<file path="config.mk">
export PLATFORM = sky130hd
export DESIGN_NAME = dram_addr_mux
export DESIGN_NICKNAME = d
export VERILOG_FILES = /design/src/rtl/dram_mux_pkg.sv /design/src/rtl/dram_cycle_fsm.sv /design/src/rtl/dram_addr_sel.sv /design/src/rtl/dram_strobe_gen.sv /design/src/rtl/dram_addr_mux.sv
export SDC_FILE = /design/constraint.sdc
export NUM_CORES = 1
export LEC_CHECK = 0
export CAP_MARGIN = 20
export CORE_MARGIN = 2
export CORE_UTILIZATION = 40
export DETAILED_ROUTE_END_ITERATION = 10
export HOLD_SLACK_MARGIN = 0.1
export PLACE_DENSITY = 0.73
export SETUP_SLACK_MARGIN = 0.4
export SYNTH_ARGS = -nofsm -noshare
export SYNTH_HDL_FRONTEND = slang
export SYNTH_SLANG_ARGS = --single-unit
export TNS_END_PERCENT = 50
</file>
<file path="constraint.sdc">
create_clock -name clk -period 3.45 [get_ports clk]
set_input_delay 0.345 -clock clk [delete_from_list [all_inputs] [get_ports clk]]
set_output_delay 0.345 -clock clk [all_outputs]
set_load 0.05 [all_outputs]
</file>
<file path="src/rtl/dram_mux_pkg.sv">
// Shared types for the dual-bank DRAM address multiplexer.
// Assumes two banks: index 0 is the fast bank, index 1 the shared bank.
package dram_mux_pkg;

    // Phase of one DRAM access.
    typedef enum logic [1:0] {
        CYC_IDLE   = 2'd0,
        CYC_ROW    = 2'd1,
        CYC_COLSET = 2'd2,
        CYC_STROBE = 2'd3
    } cyc_state_e;

    // Bank chosen for an access.
    typedef enum logic {
        BANK_FAST   = 1'b0,
        BANK_SHARED = 1'b1
    } bank_e;

endpackage

</file>
<file path="src/rtl/dram_cycle_fsm.sv">
// Access sequencer: walks idle -> row -> column setup -> column strobe.
// Assumes mreq_n is synchronous to clk. A cycle starts only for a RAM address,
// and any edge that sees mreq_n high returns the sequencer to idle.
module dram_cycle_fsm
    import dram_mux_pkg::*;
(
    input  logic       clk,
    input  logic       rst_n,
    input  logic       mreq_n,
    input  logic       in_ram,
    output cyc_state_e state_q,
    output cyc_state_e state_nxt,
    output logic       capture
);

    // Next-state decode for the access sequence.
    always_comb begin
        state_nxt = state_q;
        unique case (state_q)
            CYC_IDLE:   state_nxt = (!mreq_n && in_ram) ? CYC_ROW : CYC_IDLE;
            CYC_ROW:    state_nxt = mreq_n ? CYC_IDLE : CYC_COLSET;
            CYC_COLSET: state_nxt = mreq_n ? CYC_IDLE : CYC_STROBE;
            CYC_STROBE: state_nxt = mreq_n ? CYC_IDLE : CYC_STROBE;
            default:    state_nxt = CYC_IDLE;
        endcase
    end

    // Request capture happens on the edge that leaves idle.
    assign capture = (state_q == CYC_IDLE) && (state_nxt == CYC_ROW);

    // State register.
    always_ff @(posedge clk) begin
        if (!rst_n) state_q <= CYC_IDLE;
        else        state_q <= state_nxt;
    end

endmodule

</file>
<file path="src/rtl/dram_addr_sel.sv">
// Row/column address former. Purely combinational.
// Assumes the CPU address slice is 2*HALF bits wide. The fast bank rows on the low
// half and columns on the high half; the shared bank does the reverse. A page
// bit is placed above each half.
module dram_addr_sel
    import dram_mux_pkg::*;
#(
    parameter int HALF = 7
) (
    input  logic [2*HALF-1:0] addr,
    input  bank_e             bank,
    input  logic              col_phase,
    input  logic              pg_row_fast,
    input  logic              pg_col_fast,
    input  logic              pg_row_shr,
    input  logic              pg_col_shr,
    output logic [HALF:0]     ma
);

    logic [HALF-1:0] lo_half;
    logic [HALF-1:0] hi_half;

    assign lo_half = addr[HALF-1:0];
    assign hi_half = addr[2*HALF-1:HALF];

    // Choose the half and the page bit for the current bank and phase.
    always_comb begin
        unique case ({bank, col_phase})
            {BANK_FAST, 1'b0}:   ma = {pg_row_fast, lo_half};
            {BANK_FAST, 1'b1}:   ma = {pg_col_fast, hi_half};
            {BANK_SHARED, 1'b0}: ma = {pg_row_shr, hi_half};
            default:             ma = {pg_col_shr, lo_half};
        endcase
    end

endmodule

</file>
<file path="src/rtl/dram_strobe_gen.sv">
// Registered strobe and address outputs for NBANK banks.
// Assumes the next sequencer state and the bank index are valid at each edge.
// Every output is a flop, so the strobes do not glitch.
module dram_strobe_gen
    import dram_mux_pkg::*;
#(
    parameter int NBANK = 2,
    parameter int MW    = 8,
    localparam int BW   = (NBANK > 1) ? $clog2(NBANK) : 1
) (
    input  logic             clk,
    input  logic             rst_n,
    input  cyc_state_e       state_nxt,
    input  logic [BW-1:0]    bank_idx,
    input  logic [MW-1:0]    ma_nxt,
    input  logic             wr_req,
    output logic [NBANK-1:0] ras_n,
    output logic [NBANK-1:0] cas_n,
    output logic             we_n,
    output logic [MW-1:0]    ma
);

    logic active_nxt;
    assign active_nxt = (state_nxt != CYC_IDLE);

    for (genvar b = 0; b < NBANK; b++) begin : g_bank
        logic ras_r;
        logic cas_r;

        // Per-bank strobe flops: only the addressed bank is driven.
        always_ff @(posedge clk) begin
            if (!rst_n) begin
                ras_r <= 1'b1;
                cas_r <= 1'b1;
            end else begin
                ras_r <= !(active_nxt && bank_idx == BW'(b));
                cas_r <= !(state_nxt == CYC_STROBE && bank_idx == BW'(b));
            end
        end

        assign ras_n[b] = ras_r;
        assign cas_n[b] = cas_r;
    end

    // Write enable follows the bus write strobe while an access is active.
    always_ff @(posedge clk) begin
        if (!rst_n) we_n <= 1'b1;
        else        we_n <= !(active_nxt && wr_req);
    end

    // Multiplexed address flop; held while idle.
    always_ff @(posedge clk) begin
        if (!rst_n)          ma <= '0;
        else if (active_nxt) ma <= ma_nxt;
    end

endmodule

</file>
<file path="src/rtl/dram_addr_mux.sv">
// Dual-bank DRAM address multiplexer top.
// Captures a RAM request, then sequences row address + RAS, column address,
// then CAS for the selected bank. Assumes a synchronous bus in which the request
// returns high between accesses. The lowest quarter of the address space is
// treated as non-RAM.
module dram_addr_mux
    import dram_mux_pkg::*;
#(
    parameter int MW = 8
) (
    input  logic            clk,
    input  logic            rst_n,
    input  logic [2*MW-1:0] cpu_addr,
    input  logic            mreq_n,
    input  logic            rd_n,
    input  logic            wr_n,
    input  logic            bank_shared,
    input  logic            fast_pg_row,
    input  logic            fast_pg_col,
    input  logic            shr_pg_row,
    input  logic            shr_pg_col,
    output logic [MW-1:0]   ma,
    output logic            fast_ras_n,
    output logic            fast_cas_n,
    output logic            shr_ras_n,
    output logic            shr_cas_n,
    output logic            we_n
);

    localparam int AW    = 2 * MW;
    localparam int HALF  = MW - 1;
    localparam int NBANK = 2;

    cyc_state_e      state_q;
    cyc_state_e      state_nxt;
    logic            capture;
    logic            in_ram;

    logic [AW-1:0]   addr_q;
    bank_e           bank_q;
    logic [3:0]      pg_q;

    logic [AW-1:0]   addr_src;
    bank_e           bank_src;
    logic [3:0]      pg_src;
    logic            col_phase;
    logic [MW-1:0]   ma_nxt;
    logic            wr_req;
    logic [NBANK-1:0] ras_v;
    logic [NBANK-1:0] cas_v;

    // Any address above the lowest quarter lies in RAM.
    assign in_ram = |cpu_addr[AW-1:AW-2];

    dram_cycle_fsm i_fsm (
        .clk       (clk),
        .rst_n     (rst_n),
        .mreq_n    (mreq_n),
        .in_ram    (in_ram),
        .state_q   (state_q),
        .state_nxt (state_nxt),
        .capture   (capture)
    );

    // Request latch: address, bank and page bits frozen for the whole access.
    always_ff @(posedge clk) begin
        if (!rst_n) begin
            addr_q <= '0;
            bank_q <= BANK_FAST;
            pg_q   <= '0;
        end else if (capture) begin
            addr_q <= cpu_addr;
            bank_q <= bank_e'(bank_shared);
            pg_q   <= {shr_pg_col, shr_pg_row, fast_pg_col, fast_pg_row};
        end
    end

    // On the capture edge use live inputs; afterwards use the latched copy.
    assign addr_src  = capture ? cpu_addr : addr_q;
    assign bank_src  = capture ? bank_e'(bank_shared) : bank_q;
    assign pg_src    = capture ? {shr_pg_col, shr_pg_row, fast_pg_col, fast_pg_row} : pg_q;
    assign col_phase = (state_nxt == CYC_COLSET) || (state_nxt == CYC_STROBE);
    assign wr_req    = !wr_n && rd_n;

    dram_addr_sel #(.HALF(HALF)) i_sel (
        .addr        (addr_src[2*HALF-1:0]),
        .bank        (bank_src),
        .col_phase   (col_phase),
        .pg_row_fast (pg_src[0]),
        .pg_col_fast (pg_src[1]),
        .pg_row_shr  (pg_src[2]),
        .pg_col_shr  (pg_src[3]),
        .ma          (ma_nxt)
    );

    dram_strobe_gen #(.NBANK(NBANK), .MW(MW)) i_strb (
        .clk       (clk),
        .rst_n     (rst_n),
        .state_nxt (state_nxt),
        .bank_idx  (bank_src),
        .ma_nxt    (ma_nxt),
        .wr_req    (wr_req),
        .ras_n     (ras_v),
        .cas_n     (cas_v),
        .we_n      (we_n),
        .ma        (ma)
    );

    assign fast_ras_n = ras_v[0];
    assign fast_cas_n = cas_v[0];
    assign shr_ras_n  = ras_v[1];
    assign shr_cas_n  = cas_v[1];

endmodule

</file>
==> metrics.txt <==
outcome complete, no violations; classification of the worst setup path input pin to flop; Crit. path cell count 4; FF+latch count, synth 34; number of nets in the layout 189; Longest Clk Path Bufs 2; CP Capture Point i_strb.ma[7]; ports placed on the boundary 39; sequential fraction of the synthesis area 48.5%; Die Footprint 0.00400 mm2; Register-to-Register Setup Slack 1.59 ns; postcts setup bufs 0; 1st-pass router iterations 4; number of DRC violations after detailed-routing iteration 0 64; count of clock tree sinks 34; area grow syn2layout 32.7%; largest net degree at the start of global routing 23; share of flip-flops with an asynchronous set or reset after synthesis 0%; cell taking the most area after synthesis dfxtp_1; placement-stage worst setup slack 1.06 ns; required arrival time at the worst endpoint 3.74 ns; part of the cycle the worst path needs 57.8%; Worst setup SP type input pin; Net Count, Synth 149; Rows 21; most repeated cell in the gate-level netlist after synthesis dfxtp_1; Worst-path clk slew 0.11 ns; relative max-transition margin 51.1%; cts bufs inserted 5; non-filler cells in the finished layout 210; clock tree from TritonCTS built; Commonest cells post-synth dfxtp_1 (34), mux2i_1 (27), nor2b_1 (20), a22o_1 (7), nor2_1 (7); Crit Reg-Reg Endpoint i_strb.ma[7]; Worst Max-Slew Pin Slew 0.731 ns; post-route minimum period 1.99 ns; antenna diode instance count 0; final HPWL from detailed placement 2.00 mm; number of fill cells 325; static leakage power 0.735 nW; final global-route overflow total 0; Die Ht 63.2 um; Total Power Consumption 0.833 mW; Remaining DRCs 0; Core Util, Final 55.4%; Synth Cell Area 0.00140 mm2; library cells used by synthesis 27; Clock Skew 0.0114 ns; final hold viol count 0; crit-path cells clkdlybuf4s50_1 > nand2b_1 > nor2_1 > a32o_1; maximum net fanout on the critical path 22; Post-CTS Hold Fix Bufs 0; CTS root buf clkbuf_4; DP Cell Count 202; power density over cell area 447 mW/mm2; flip-flop cell with the highest count after synthesis dfxtp_1; initial antenna violation count 0; Max Fclk 502 MHz; max-slew violation count 0; # H-tree levels 2; setup tns final 0 ns; Resized cells post-CTS 0; critical path buffer and inverter count 1; initial core utilization 41.7%; worst ir drop on vdd 227 uV; wire length after detailed routing 2.86 mm; buffers added on ports 38; routed vias 1,032; Post-synth EDFFs 0; Crit-path slowest cell clkdlybuf4s50_1; share of final-layout standard cells stronger than drive strength 1 9.15%; All-Layer GR Usage 15.8%; number of instances in the synthesized netlist 123; type of destination of the critical path flop; cells taking the most area after synthesis dfxtp_1 (48%), mux2i_1 (19%), nor2b_1 (8.9%); Antenna Violating Nets Remaining 0; insertion delay of the later-clocked pin in the worst-skew pair 0.34 ns; depth of the most critical reg-to-reg path 5; cell family with the largest share of critical-path delay buffers and inverters; fin worst setup slack 1.46 ns; area share of the leading cell type in the synthesized netlist 48.5%; number of global-route vias before repair 1,078; max incr delay on CP 0.89 ns; setup repair after global routing missed its margin no; Post-Syn Area per Cell 11.4 um2; via count normalized by instance count 4.91; final setup violation count 0; number of maximum-capacitance violations 0; start point of the critical path rst_n; first-pass GRT wire length 4.85 mm; arrival time of data at the critical path endpoint 2.28 ns; min-delay worst type flop to flop; horizontal die dimension 63.2 um; final routed wire length divided by cell count 13.6 um; R2R Path Start i_fsm.state_q[1]; floorplan core area 0.00336 mm2; final estimated routing congestion in global placement 0.816; Yosys Warn Count 0
-- where the power goes --
group	switching [mW]	leakage [nW]	internal (mW)
Sequential	0.0128	0.278	0.415
Combinational	0.0869	0.423	0.0849
Clock	0.136	0.0343	0.0979
-- cells in the final DEF, fill, tap and decap left out, drive strengths merged --
cell type      netlist  final
mux2i               27     27
nor2                 8      8
dfxtp               34     34
or3b                 1      1
o2bb2ai              1      1
nand2                1      1
inv                  1      1
o211a                1      1
nand3                1      1
clkinv               0      1
o41a                 1      1
a22o                 7      7
clkbuf               4      6
and2b                1      1
nand2b               2      2
o22ai                1      1
o21ai                1      1
a211oi               2      2
clkdlybuf4s50        0     38
a32o                 1      1
nor4                 2      2
o21bai               1      1
buf                  3      2
clkinvlp             0      1
nand3b               2      2
nor2b               20     20
-- how the worst min path moves through the flow --
| stage | cells past startpoint | to | start |
|---|---|---|---|
| final | 1 | i_strb.ma[7] | i_strb.ma[7] |
| after floorplan | 1 | i_strb.we_n | rd_n |
| after global placement | 1 | i_strb.ma[7] | i_strb.ma[7] |
| after detailed placement | 1 | i_strb.ma[1] | i_strb.ma[1] |
| after global routing | 2 | i_strb.we_n | rd_n |
| after CTS | 2 | i_strb.we_n | rd_n |
-- area by class of cell --
cell class,instances,area (um2),share of cell area (%)
flip-flops and latches,34,681,36.5
multi-input cells,81,662,35.5
repair buffers,40,395,21.2
well taps,46,57.6,3.09
clock buffers,6,51.3,2.75
clock inverters,2,12.5,0.672
inverters,1,3.75,0.201
-- registers in the layout (all words and copies together) (netlist names) --
name / flops
bank_q: 1
i_strb.ma: 8
i_strb.we_n: 1
i_strb.g_bank.cas_r: 2
pg_q: 4
i_fsm.state_q: 2
addr_q: 14
i_strb.g_bank.ras_r: 2
-- through the flow --
step                      area (um2)  hold slack (ns)
final                           1860            0.491
after global routing            1860            0.494
after CTS                       1860            0.488
after detailed placement        1800            0.465
after global placement          1800            0.467
after floorplan                 1400            0.428
-- kinds of logic (layout without fill, tap and decap cells) --
family,Yosys count,after routing,share of synthesized area [%]
muxes,27,27,19.3
DFF,34,34,48.5
AOI/OAI and AO/OA,16,16,10.6
and+or+nand+nor,38,38,17.3
buffers and inverters,8,49,4.37
-- layer usage --
layer,global-route usage (%),part of all wire (%),vias to the layer above
met4,8.42,1.3,0
met5,0,0,-
met2,25.9,46,39
met1,18.4,45,476
li1,-,-,512
met3,4.82,7.3,5
Note: power is estimated with default switching activity, not from simulation.
